File: src/rtl/cas_pkg.sv
package cas_pkg;
   typedef enum logic [1:0] {
      OP_ADD   = 2'b00,
      OP_SUB   = 2'b01,
      OP_RSUB  = 2'b10,
      OP_PASS  = 2'b11
   } cas_op_e;

   typedef struct packed {
      cas_op_e op_re;
      cas_op_e op_im;
      logic    clr;
      logic    fb;
      logic    dly;
   } cas_ctl_t;
endpackage

File: src/rtl/cas_deskew.sv
module cas_deskew #(
   parameter int W     = 16,
   parameter int DEPTH = 8
) (
   input  logic         clk,
   input  logic         rst_n,
   input  logic [W-1:0] din,
   output logic [W-1:0] dout
);
   if (DEPTH < 1) begin : g_bad_depth
      $error("cas_deskew: DEPTH must be at least 1");
   end

   logic [W-1:0] stage [DEPTH];

   for (genvar i = 0; i < DEPTH; i++) begin : g_stage
      if (i == 0) begin : g_first
         always_ff @(posedge clk or negedge rst_n) begin
            if (!rst_n) stage[0] <= '0;
            else        stage[0] <= din;
         end
      end else begin : g_next
         always_ff @(posedge clk or negedge rst_n) begin
            if (!rst_n) stage[i] <= '0;
            else        stage[i] <= stage[i-1];
         end
      end
   end

   assign dout = stage[DEPTH-1];
endmodule

File: src/rtl/cas_lane.sv
module cas_lane
   import cas_pkg::*;
#(
   parameter int IN_W  = 16,
   parameter int ACC_W = 20
) (
   input  logic             clk,
   input  logic             rst_n,
   input  cas_op_e          op,
   input  logic             clr,
   input  logic             fb,
   input  logic [ACC_W-1:0] x_new,
   input  logic [IN_W-1:0]  b_raw,
   output logic [ACC_W-1:0] acc,
   output logic             ovf
);
   localparam int EXT_W = ACC_W - IN_W;
   localparam int WIDE  = ACC_W + 1;

   logic [ACC_W-1:0] x_op, y_op;
   logic [WIDE-1:0]  x_w, y_w, sum_w;
   logic             wrap;

   assign y_op = {{EXT_W{b_raw[IN_W-1]}}, b_raw};
   assign x_op = fb ? acc : x_new;
   assign x_w  = {x_op[ACC_W-1], x_op};
   assign y_w  = {y_op[ACC_W-1], y_op};

   always_comb begin
      unique case (op)
         OP_ADD:  sum_w = x_w + y_w;
         OP_SUB:  sum_w = x_w - y_w;
         OP_RSUB: sum_w = y_w - x_w;
         default: sum_w = x_w;
      endcase
   end

   assign wrap = sum_w[WIDE-1] ^ sum_w[WIDE-2];

   always_ff @(posedge clk or negedge rst_n) begin
      if (!rst_n) begin
         acc <= '0;
         ovf <= 1'b0;
      end else if (clr) begin
         acc <= '0;
         ovf <= 1'b0;
      end else begin
         acc <= sum_w[ACC_W-1:0];
         ovf <= wrap;
      end
   end
endmodule

File: src/rtl/cplx_addsub_acc.sv
module cplx_addsub_acc
   import cas_pkg::*;
#(
   parameter int IN_W      = 16,
   parameter int ACC_W     = 20,
   parameter int DLY_DEPTH = 8
) (
   input  logic             clk,
   input  logic             rst_n,
   input  logic [IN_W-1:0]  a_in,
   input  logic [IN_W-1:0]  b_in,
   input  logic             cea_n,
   input  logic             ceb_n,
   input  logic [1:0]       op_re,
   input  logic [1:0]       op_im,
   input  logic             acc_clr,
   input  logic             fb_sel,
   input  logic             dly_sel,
   output logic [ACC_W-1:0] res_re,
   output logic [ACC_W-1:0] res_im,
   output logic             ovf
);
   localparam int EXT_W = ACC_W - IN_W;

   if (ACC_W <= IN_W) begin : g_bad_width
      $error("cplx_addsub_acc: ACC_W must exceed IN_W");
   end

   logic [IN_W-1:0]  a_q, b_q, a_dly;
   logic [ACC_W-1:0] x_re, x_im;
   logic             ovf_re, ovf_im;
   cas_ctl_t         ctl_q;

   always_ff @(posedge clk or negedge rst_n) begin
      if (!rst_n) begin
         a_q   <= '0;
         b_q   <= '0;
         ctl_q <= '0;
      end else begin
         if (!cea_n) a_q <= a_in;
         if (!ceb_n) b_q <= b_in;
         ctl_q.op_re <= cas_op_e'(op_re);
         ctl_q.op_im <= cas_op_e'(op_im);
         ctl_q.clr   <= acc_clr;
         ctl_q.fb    <= fb_sel;
         ctl_q.dly   <= dly_sel;
      end
   end

   cas_deskew #(.W(IN_W), .DEPTH(DLY_DEPTH)) u_deskew (
      .clk(clk), .rst_n(rst_n), .din(a_q), .dout(a_dly)
   );

   assign x_re = ctl_q.dly ? {{EXT_W{a_dly[IN_W-1]}}, a_dly}
                           : {{EXT_W{a_q[IN_W-1]}}, a_q};
   assign x_im = {{EXT_W{a_q[IN_W-1]}}, a_q};

   cas_lane #(.IN_W(IN_W), .ACC_W(ACC_W)) u_lane_re (
      .clk(clk), .rst_n(rst_n), .op(ctl_q.op_re), .clr(ctl_q.clr),
      .fb(ctl_q.fb), .x_new(x_re), .b_raw(b_q), .acc(res_re), .ovf(ovf_re)
   );

   cas_lane #(.IN_W(IN_W), .ACC_W(ACC_W)) u_lane_im (
      .clk(clk), .rst_n(rst_n), .op(ctl_q.op_im), .clr(ctl_q.clr),
      .fb(ctl_q.fb), .x_new(x_im), .b_raw(b_q), .acc(res_im), .ovf(ovf_im)
   );

   assign ovf = ovf_re | ovf_im;
endmodule

File: config.mk
export PLATFORM = sky130hd
export DESIGN_NAME = cplx_addsub_acc
export DESIGN_NICKNAME = d
export VERILOG_FILES = /design/src/rtl/cas_pkg.sv /design/src/rtl/cas_deskew.sv /design/src/rtl/cas_lane.sv /design/src/rtl/cplx_addsub_acc.sv
export SDC_FILE = /design/constraint.sdc
export NUM_CORES = 1
export LEC_CHECK = 0
export BUFFER_PORTS_ARGS = -buffer_cell sky130_fd_sc_hd__buf_2
export CORE_MARGIN = 8
export CORE_UTILIZATION = 61
export DETAILED_ROUTE_END_ITERATION = 16
export PLACE_DENSITY = 0.89
export SETUP_SLACK_MARGIN = 0.02
export SLEW_MARGIN = 20
export SYNTH_ARGS = -nofsm -noshare
export SYNTH_HDL_FRONTEND = slang
export SYNTH_SLANG_ARGS = --single-unit
export TNS_END_PERCENT = 50
File: constraint.sdc
create_clock -name clk -period 6.1 [get_ports clk]
set_input_delay 0.61 -clock clk [delete_from_list [all_inputs] [get_ports clk]]
set_output_delay 0.61 -clock clk [all_outputs]
set_load 0.02 [all_outputs]
**Word-level counts from Yosys, hierarchy flattened**

Index checks and enable logic that the tools add are counted.

- Bitwise logic cells: 3
- Reduce and logical (&&, ||, !) cells: 2
- Equality and inequality tests: 4
- Muxes and demuxes: 9
- Add/sub/neg operators: 6

Operator list:

| cell | number |
|---|---|
| $pmux W21 S3 | 2 |
| $mux W20 | 5 |
| $add A20 B16 Y21 | 2 |
| $sub A16 B20 Y21 | 2 |
| $sub A20 B16 Y21 | 2 |
| $eq A2 B1 Y1 const B | 2 |
| $eq A2 B2 Y1 const B | 2 |
| $logic_not A2 Y1 | 2 |
| $mux W1 | 2 |
| $xor A1 B1 Y1 | 2 |
| $or A1 B1 Y1 | 1 |

- Output and inout bits: 41
- Word-level logic and storage cells: 43
- Bits of input ports: 43
- Bits in registers: 209

**Longest topological paths before layout**

Gate-level depths: netlist (run 1).

- Word-level depth: 6
- Depth in mapped cells: 24
- Gate-level depth less buffers: 20

**Hierarchy**

From an unflattened synthesis (run 1), not the netlist that was laid out.

- Cells, all modules: 1,278
- Area total of the unflattened synthesis: 12,749.7 um^2

By module, submodules not included:

| module | times used | area an instance (um^2) | cells each | sequential area each (um^2) |
|---|---|---|---|---|
| cas_lane (u_lane_re) | 1 | 3,863.7 | 517 | 525.5 |
| cas_lane (u_lane_im) | 1 | 3,833.7 | 523 | 525.5 |
| cas_deskew | 1 | 3,323.2 | 144 | 3,203.1 |
| cplx_addsub_acc | 1 | 1,729.2 | 94 | 975.9 |

**Least setup slack after synthesis (run 1)**

OpenSTA, ideal clock, no wires.

- Kind: register to register
- From: reg, netlist name ctl_q[1]
- To: reg u_lane_re.ovf
- Stages on the path, launching flop included: 23
- Buffers on the path: 5
- Slack: 1,293 ps
- Setup time: 132 ps
- Period minus slack after synthesis: 4,807 ps
- Required time: 5,968 ps
- Arrival: 4,675 ps
- Cells stage by stage: dfrtp_1 buf_6 buf_2 buf_1 buf_1 clkbuf_1 nand2_1 o21ai_0 inv_1 ha_1 nand2_1 a21boi_0 ha_1 nor2b_1 o2111a_1 o31ai_1 a211oi_1 a221o_1 and4_1 or4_1 nand3_1 xor2_1 nor2_1

- Longest elaborated chain between the ends: 5
- Elaborated cells on any way between the ends: 7
- Those cells by class: add/sub (3); mux (3); bitwise (1)

Ends and longest elaborated chain:

| element | line | source |
|---|---|---|
| $mux W20 * | cas_lane.sv:25 | `assign x_op = fb ? acc : x_new;` |
| $sub A16 B20 Y21 (tied with other cells) | cas_lane.sv:33 | `OP_RSUB: sum_w = y_w - x_w;` |
| $pmux W21 S3 * | cas_lane.sv:30 | `unique case (op)` |
| $xor A1 B1 Y1 * | cas_lane.sv:38 | `assign wrap = sum_w[WIDE-1] ^ sum_w[WIDE-2];` |
| $mux W1 * | cas_lane.sv:44 | `end else if (clr) begin` |
| to (signal assigned) | cas_lane.sv:49 | `ovf <= wrap;` |
| to (decl) | cas_lane.sv:15 | `output logic ovf` |

Mark *: on every way between the ends. The rest lies on a longest branch, timed or not.
A chain may end at the register's enable or synchronous reset.

**Worst setup path after layout (run 1)**

- From: reg ctl_q[0] (netlist bit)
- To: reg u_lane_re.ovf

- Longest elaborated chain between the ends: 6
- Elaborated cells on any way between the ends: 8
- Those cells by class: add/sub (3); mux (4); bitwise (1)

Ends and longest elaborated chain:

| element | line | source |
|---|---|---|
| from (decl) | cplx_addsub_acc.sv:32 | `cas_ctl_t ctl_q;` |
| $mux W20 * | cplx_addsub_acc.sv:54 | `assign x_re = ctl_q.dly ? {{EXT_W{a_dly[IN_W-1]}}, a_dly}` |
| $mux W20 * | cas_lane.sv:25 |  |
| $sub A16 B20 Y21 (tied with other cells) | cas_lane.sv:33 |  |
| $pmux W21 S3 * | cas_lane.sv:30 |  |
| $xor A1 B1 Y1 * | cas_lane.sv:38 |  |
| $mux W1 * | cas_lane.sv:44 |  |

Marked as above.

==> results of run 1 <==
-- synthesized netlist by cell type (3+ instances only) --
cell type / count / area [um2]
o21ai_0: 77 / 385
buf_1: 6 / 22.5
fa_1: 4 / 80.1
o21bai_1: 12 / 90.1
nor2b_1: 19 / 119
nor3_1: 24 / 120
or2_2: 3 / 18.8
nand2_1: 80 / 300
clkbuf_1: 30 / 113
nor4_1: 5 / 31.3
a31oi_1: 14 / 87.6
o21ai_1: 9 / 45.0
or4_1: 6 / 45.0
o31ai_1: 12 / 90.1
a21boi_0: 3 / 22.5
xor2_1: 46 / 403
o41ai_1: 3 / 26.3
ha_1: 82 / 1030
dfrtp_1: 209 / 5230
nand2b_1: 17 / 106
and2_1: 4 / 25.0
a21oi_1: 98 / 490
o31a_1: 4 / 35.0
nand3_1: 13 / 65.1
o311ai_0: 7 / 61.3
xnor2_1: 53 / 464
buf_2: 5 / 25.0
mux2_2: 52 / 586
o21a_1: 14 / 105
and3_1: 9 / 56.3
or3_1: 8 / 50.1
mux2_4: 3 / 45.0
nor3b_1: 3 / 22.5
inv_1: 53 / 199
o211ai_1: 13 / 97.6
nor2_1: 102 / 383
mux2i_1: 21 / 210
a211oi_1: 11 / 82.6
a21o_1: 21 / 158
-- sequential cells by signal (all words and copies together) (netlist names) --
register / count
a_q: 16
b_q: 16
ctl_q: 7
u_deskew.dout: 16
u_deskew.stage: 112
u_lane_im.acc: 20
u_lane_im.ovf: 1
u_lane_re.acc: 20
u_lane_re.ovf: 1
-- stage by stage --
stage          hold WS (ps)  std cells
6_report                198       1541
5_1_grt                 192       1541
4_1_cts                 194       1541
3_5_place_dp            335       1501
3_3_place_gp            332       1501
2_1_floorplan           314       1186
-- layer usage --
| metal | up-vias | GRT usage | wire, um |
|---|---|---|---|
| li1 | 4362 | - | - |
| met1 | 4472 | 0.334 | 13200 |
| met2 | 345 | 0.405 | 14000 |
| met3 | 57 | 0.0422 | 2070 |
| met4 | 0 | 0.0789 | 828 |
| met5 | - | 0 | 0 |
-- worst max-delay path, delay by kind of cell (launching register included) --
family,cells,cell delay (ps)
flops,1,730
simple gates,6,1060
compound gates,6,1870
buf+inv,2,470
fa+ha+maj,2,660
mux,1,90
xor+xnor,1,150
-- report_power, final --
group | switching, mW | internal [mW] | total, mW
Clock | 0.542 | 0.738 | 1.28
Sequential | 0.149 | 1.57 | 1.72
Combinational | 1.23 | 0.862 | 2.09
-- cell type report --
cell class / instances / area, um2 / share of cell area
Sequential cell: 209 / 5230 / 0.397
Multi-Input combinational cell: 881 / 6190 / 0.470
Clock inverter: 11 / 103 / 0.00779
Clock buffer: 29 / 597 / 0.0453
Timing Repair Buffer: 93 / 512 / 0.0389
Tap cell: 265 / 332 / 0.0252
Inverter: 53 / 199 / 0.0151
-- worst min-delay path by stage --
stage | start | end | slack (ps) | cells after the start
5_1_grt | acc_clr | ctl_q[2]$_DFF_PN0_ | 190 | 1
4_1_cts | acc_clr | ctl_q[2]$_DFF_PN0_ | 190 | 1
3_3_place_gp | u_deskew.stage[95]$_DFF_PN0_ | u_deskew.stage[79]$_DFF_PN0_ | 330 | 0
3_5_place_dp | u_deskew.stage[120]$_DFF_PN0_ | u_deskew.stage[104]$_DFF_PN0_ | 330 | 0
6_report | rst_n | u_deskew.stage[62]$_DFF_PN0_ | 200 | 1
2_1_floorplan | rst_n | a_q[0]$_DFFE_PN0N_ | 310 | 0
-- cells by family (layout without fill, tap and decap cells) --
| kind of cell | Yosys count | in the layout |
|---|---|---|
| xor+xnor | 99 | 99 |
| simple gates | 305 | 305 |
| flops | 209 | 209 |
| fa+ha+maj | 86 | 86 |
| buf+inv | 96 | 186 |
| mux | 76 | 76 |
| compound gates | 315 | 315 |
==> results by group, run 1 <==
Placed design
  – DP Worst Slack: 1070 ps
  – Dpl cell area: 12500 um2
  – Port buffer count: 83
  – DP HPWL: 21800 um
  – GP Congestion: 0.972

Setup path
  – CP Capture Point: u_lane_re.ovf$_DFF_PN0_
  – Critical path peak fanout: 11
  – Setup slack, reg-to-reg: 940 ps
  – Slowest cell on crit path: dfrtp_1
  – CP Cell Sequence: buf_4, mux2i_1, o21ai_0, inv_1, ha_1, nand2_1, a21boi_0, ha_1, nor2b_1, o2111a_1, o31ai_1, a211oi_1, a221o_1, and4_1, or4_1, nand3_1, xor2_1, nor2_1
  – Worst endpoint required time: 6480 ps
  – Critical Path Start: ctl_q[0]$_DFF_PN0_
  – Crit path top cell by count: ha_1
  – Worst Path Arrival: 5530 ps
  – Crit start category: register
  – Reg2reg end: u_lane_re.ovf$_DFF_PN0_
  – Worst setup EP type: register
  – Critical path class: register to register
  – Cell count of the worst reg-to-reg path: 18
  – FF-to-FF Start: ctl_q[0]$_DFF_PN0_
  – Max incr delay on CP: 730 ps

Timing
  – Tcrit/Tclk final: 0.846
  – Worst Clk Skew: 15.6 ps
  – RSZ-0062 raised after global routing: false
  – Max Slew Vio Count: 0
  – Worst Slack Setup Final: 942 ps
  – Worst rel slew slack: 0.464
  – Worst Max-Slew Pin Slew: 803 ps
  – # setup viols final: 0
  – Min Clock Period, post-route: 5160 ps
  – Fmax: 0.194 GHz
  – Fin. Hold Viols: 0
  – Setup TNS: 0 ps

Floorplan
  – Die W: 155 um
  – Die ar.: 24000 um2
  – I/O Pins: 84
  – Initial Util: 0.614
  – Die height: 155 um
  – Core area: 19200 um2
  – Cell Rows: 51

Synth
  – Asr flop ratio synth: 1.00
  – Synth Area in XOR/XNOR: 0.0735
  – Post-synthesis adder-cell area fraction: 0.0938
  – Synth Area in Compound Gates: 0.163
  – Yosys cell types: 62
  – Post-synthesis mux area share: 0.0713
  – Largest family of logic cells by synthesized area: compound AO/OA/AOI/OAI gates
  – Syn Std Cell Area: 11800 um2
  – Syn_nets: 1315
  – Syn. warnings: 0
  – Post-Synth Simple-Gate Area: 0.123
  – Top FF cell, synth: dfrtp_1
  – Yosys reg bits: 209
  – Synthesized area per cell: 9.95 um2
  – Sequential area share after synthesis: 0.443
  – EDFF count, synth: 0
  – Cells after Synth: 1186

Layout
  – Post-route cell area: 13200 um2
  – Commonest non-fill, non-tap cells in the layout: 208 x dfrtp_1, 102 x nor2_1, 98 x a21oi_1
  – Layout cells sized above 1: 0.150
  – Final core occ: 0.685
  – Filler instances: 1434
  – Diode count: 0
  – Most common cell after layout, fill and taps aside: dfrtp_1
  – Final nets: 1389
  – Layout overhead on the synthesized area: 11.6%

Min path
  – Worst Hold Class: input pin to asynchronous set/reset pin

Routing
  – Vias: 9236
  – Drt pass-1 iters: 8
  – Via-per-instance ratio: 5.99
  – Iter 0 DRT Violations: 901
  – DR WL/cell: 19.5 um
  – Routed Antenna Nets: 0
  – DRC viols: 0
  – WL final: 30100 um

Power and ir drop
  – Total power: 5.09 mW
  – Peak supply drop: 0.000241 V
  – Cell Pwr Density: 387 nW/um2
  – Leak: 6.14 nW

Clocking
  – Register clock-pin slew on the reported worst setup and hold paths: 60 ps
  – Clock root cell: clkbuf_16
  – Number of post-CTS setup repair buffers: 0
  – CTS sink count: 209
  – Cts bufs inserted: 22
  – CTS tree: yes
  – CTS resizes: 0
  – CTS H-Tree Depth: 1
  – CTS Buffer Depth: 3
  – CTS Hold Bufs: 0
  – Later-pin clock latency in the skew report: 510 ps

Status
  – Status: completed

GRT
  – Largest net degree at the start of global routing: 108
  – Antenna violations before repair: 0
  – GRT overflow: 0
  – GR Util All Layers: 0.249
  – Global-route wire length before repair: 47900 um
  – Vias in the first global route: 9201

Job
  – Max Cap Viol: 0
(Power assumes the default switching activity.)
==> inputs of run 2 (changes only) <==
--- a/config.mk
+++ b/config.mk
@@ -7,9 +7,9 @@
 export LEC_CHECK = 0
 export BUFFER_PORTS_ARGS = -buffer_cell sky130_fd_sc_hd__buf_2
 export CORE_MARGIN = 8
-export CORE_UTILIZATION = 61
+export CORE_UTILIZATION = 55
 export DETAILED_ROUTE_END_ITERATION = 16
-export PLACE_DENSITY = 0.89
+export PLACE_DENSITY = 0.86
 export SETUP_SLACK_MARGIN = 0.02
 export SLEW_MARGIN = 20
 export SYNTH_ARGS = -nofsm -noshare
==> constraint.sdc (replaced) <==
create_clock -name clk -period 4.2 [get_ports clk]
set_input_delay 0.42 -clock clk [delete_from_list [all_inputs] [get_ports clk]]
set_output_delay 0.42 -clock clk [all_outputs]
set_load 0.02 [all_outputs]
==> run 2 against run 1 <==
- non-clock buffer count up 115
- hold slack got worse by 180 ps
- power grew 59%
- global-route usage decreased by 0.61 points
- die area grew 9.8%
- critical path depth rose by 1
- combinational power grew 74%
- clock skew down 0.73 ps
- critical path type unchanged
- critical endpoint unchanged
- largest power group unchanged
==> results by group, run 2 (synthesis results as in run 1) <==
Placed design
  – Port buffer count: 83 (unchanged)
  – DP Worst Slack: -121 ps (-1190 ps)
  – Placed Cells: 1612 (+7.4%)
  – GP Congestion: 0.926 (-4.7%)
  – DP HPWL: 23800 um (+9.1%)
  – Dpl cell area: 13300 um2 (+7.0%)

Routing
  – DR WL/cell: 19.9 um (+1.9%)
  – Drt pass-1 iters: 7 (-1)
  – DRC viols: 0 (unchanged)
  – WL final: 33200 um (+10%)
  – Via-per-instance ratio: 5.88 (-1.9%)
  – Vias: 9806 (+6.2%)
  – Iter 0 DRT Violations: 940 (+4.3%)
  – Routed Antenna Nets: 0 (unchanged)

Timing
  – Worst Slack Setup Final: 55.1 ps (-887 ps)
  – Final hold slack: 18.2 ps (-180 ps)
  – Fin. Hold Viols: 0 (unchanged)
  – # setup viols final: 0 (unchanged)
  – Worst rel slew slack: 0.413 (-0.0515)
  – Worst Max-Slew Pin Slew: 880 ps (+77.2 ps)
  – Setup TNS: 0 ps (unchanged)
  – Fmax: 0.241 GHz (+24%)
  – RSZ-0062 raised after global routing: true
  – Worst Clk Skew: 14.8 ps (-0.730 ps)
  – Tcrit/Tclk final: 0.987 (+0.141)
  – Min Clock Period, post-route: 4140 ps (-1010 ps)
  – Max Slew Vio Count: 0 (unchanged)

GRT
  – GR Util All Layers: 0.243 (-0.00609)
  – Vias in the first global route: 9609 (+4.4%)
  – Antenna violations before repair: 0 (unchanged)
  – Largest net degree at the start of global routing: 113 (+4.6%)
  – Global-route wire length before repair: 51000 um (+6.5%)
  – GRT overflow: 0 (unchanged)

Setup path
  – Worst Path Arrival: 4530 ps (-1000 ps)
  – Worst path bufs/invs: 3 (+1)
  – CP Cell Sequence: buf_12, buf_8, mux2i_2, o21ai_4, inv_1, ha_2, nand2_1, a21boi_4, ha_1, nor2b_1, o2111a_2, o31ai_4, a211oi_2, a221o_1, and4_1, or4_4, nand3_2, xor2_1, nor2_1
  – Worst endpoint required time: 4580 ps (-1900 ps)
  – Critical path class: register to register
  – Slowest cell on crit path: or4_4
  – Max incr delay on CP: 470 ps (-260 ps)
  – Cell family with most CP delay: compound AO/OA/AOI/OAI gates
  – Crit start category: register
  – Critical path peak fanout: 7 (-4)
  – Worst setup EP type: register

Clocking
  – Later-pin clock latency in the skew report: 520 ps (about the same)
  – CTS tree: yes
  – CTS H-Tree Depth: 1 (unchanged)
  – Clock root cell: clkbuf_16
  – CTS Buffer Depth: 3 (unchanged)
  – CTS sink count: 209 (unchanged)
  – Register clock-pin slew on the reported worst setup and hold paths: 60 ps (about the same)
  – Cts bufs inserted: 23 (+4.5%)

Power and ir drop
  – Peak supply drop: 0.000370 V (+53%)
  – Cell Pwr Density: 556 nW/um2 (+44%)
  – Leak: 6.81 nW (+11%)

Layout
  – Final nets: 1505 (+8.4%)
  – Max FFs per register: 112 (unchanged)
  – Diode count: 0 (unchanged)
  – Non-filler cells, final: 1667 (+8.2%)
  – Layout overhead on the synthesized area: 23.3%
  – Top reg by flops: u_deskew.stage
  – Most common cell after layout, fill and taps aside: dfrtp_1
  – Commonest non-fill, non-tap cells in the layout: 208 x dfrtp_1, 115 x buf_4, 97 x nor2_1
  – Post-route cell area: 14600 um2 (+11%)
  – Largest regs: u_deskew.stage x112, u_lane_im.acc x20, u_lane_re.acc x20
  – Layout cells sized above 1: 0.269 (+0.119)

Floorplan
  – Die height: 162 um (+4.8%)
  – Initial Util: 0.561 (-0.0530)
  – Die W: 162 um (+4.8%)
  – Die ar.: 26400 um2 (+9.8%)
  – Cell Rows: 53 (+3.9%)
  – I/O Pins: 84 (unchanged)
  – Core area: 21000 um2 (+9.4%)

Min path
  – Worst Hold Class: input pin to register

Status
  – Status: completed

Job
  – Max Cap Viol: 0 (unchanged)
-- run 2: worst paths after layout --
path / startpoint / to / slack, ps / cells past startpoint
max: ctl_q[0]$_DFF_PN0_ / u_lane_re.ovf$_DFF_PN0_ / 60 / 19
min: acc_clr / ctl_q[2]$_DFF_PN0_ / 20 / 1
max reg2reg: ctl_q[0]$_DFF_PN0_ / u_lane_re.ovf$_DFF_PN0_ / 60 / 19
min reg2reg: u_deskew.stage[109]$_DFF_PN0_ / u_deskew.stage[93]$_DFF_PN0_ / 340 / 0
max in group asynchronous: rst_n / u_deskew.stage[96]$_DFF_PN0_ / 3140 / 2
min in group asynchronous: rst_n / u_deskew.stage[46]$_DFF_PN0_ / 40 / 1
-- run 2: area by class of cell --
type	count	area [um2]
Clock inverter	12	123
Clock buffer	29	628
Inverter	53	199
Tap cell	275	344
Timing Repair Buffer	208	1430
Sequential cell	209	5230
Fill cell	1514	6470
Multi-Input combinational cell	881	6590
-- run 2: worst register-to-register path, cell delays in order (launching register included) --
cell,delay (ps)
dfrtp_1,390
buf_12,150
buf_8,150
mux2i_2,170
o21ai_4,160
inv_1,80
ha_2,320
nand2_1,50
a21boi_4,150
ha_1,300
nor2b_1,150
o2111a_2,280
o31ai_4,220
a211oi_2,120
a221o_1,330
and4_1,210
or4_4,470
nand3_2,100
xor2_1,150
nor2_1,50
-- run 2: layer usage --
| layer | vias up | global-route usage | share of wire |
|---|---|---|---|
| li1 | 4592 | - | - |
| met1 | 4724 | 0.321 | 0.41 |
| met2 | 425 | 0.397 | 0.48 |
| met3 | 65 | 0.0410 | 0.081 |
| met4 | 0 | 0.0859 | 0.032 |
| met5 | - | 0 | 0 |
-- run 2: timing repair --
action / CTS / global route
gates resized for setup: 21 / 67
hold endpoints to repair: 4 / 0
setup buffers: 2 / 8
pin swaps: 9 / 37
hold buffers: 4 / 0
endpoints found under the setup margin: 11 / 15
-- run 2: through the flow --
stage                     total power, mW  utilization
after detailed placement             5.85        0.634
after floorplan                      4.75            -
after CTS                            7.90        0.677
after global routing                 8.56        0.692
after global placement               5.76        0.634
final                                8.09        0.692
-- run 2: power by group --
group / leakage [nW] / internal [mW] / total, mW / switching (mW)
combinational: 3.96 / 1.63 / 3.63 / 2.00
sequential: 2.49 / 2.28 / 2.48 / 0.202
clock: 0.362 / 1.14 / 1.98 / 0.837
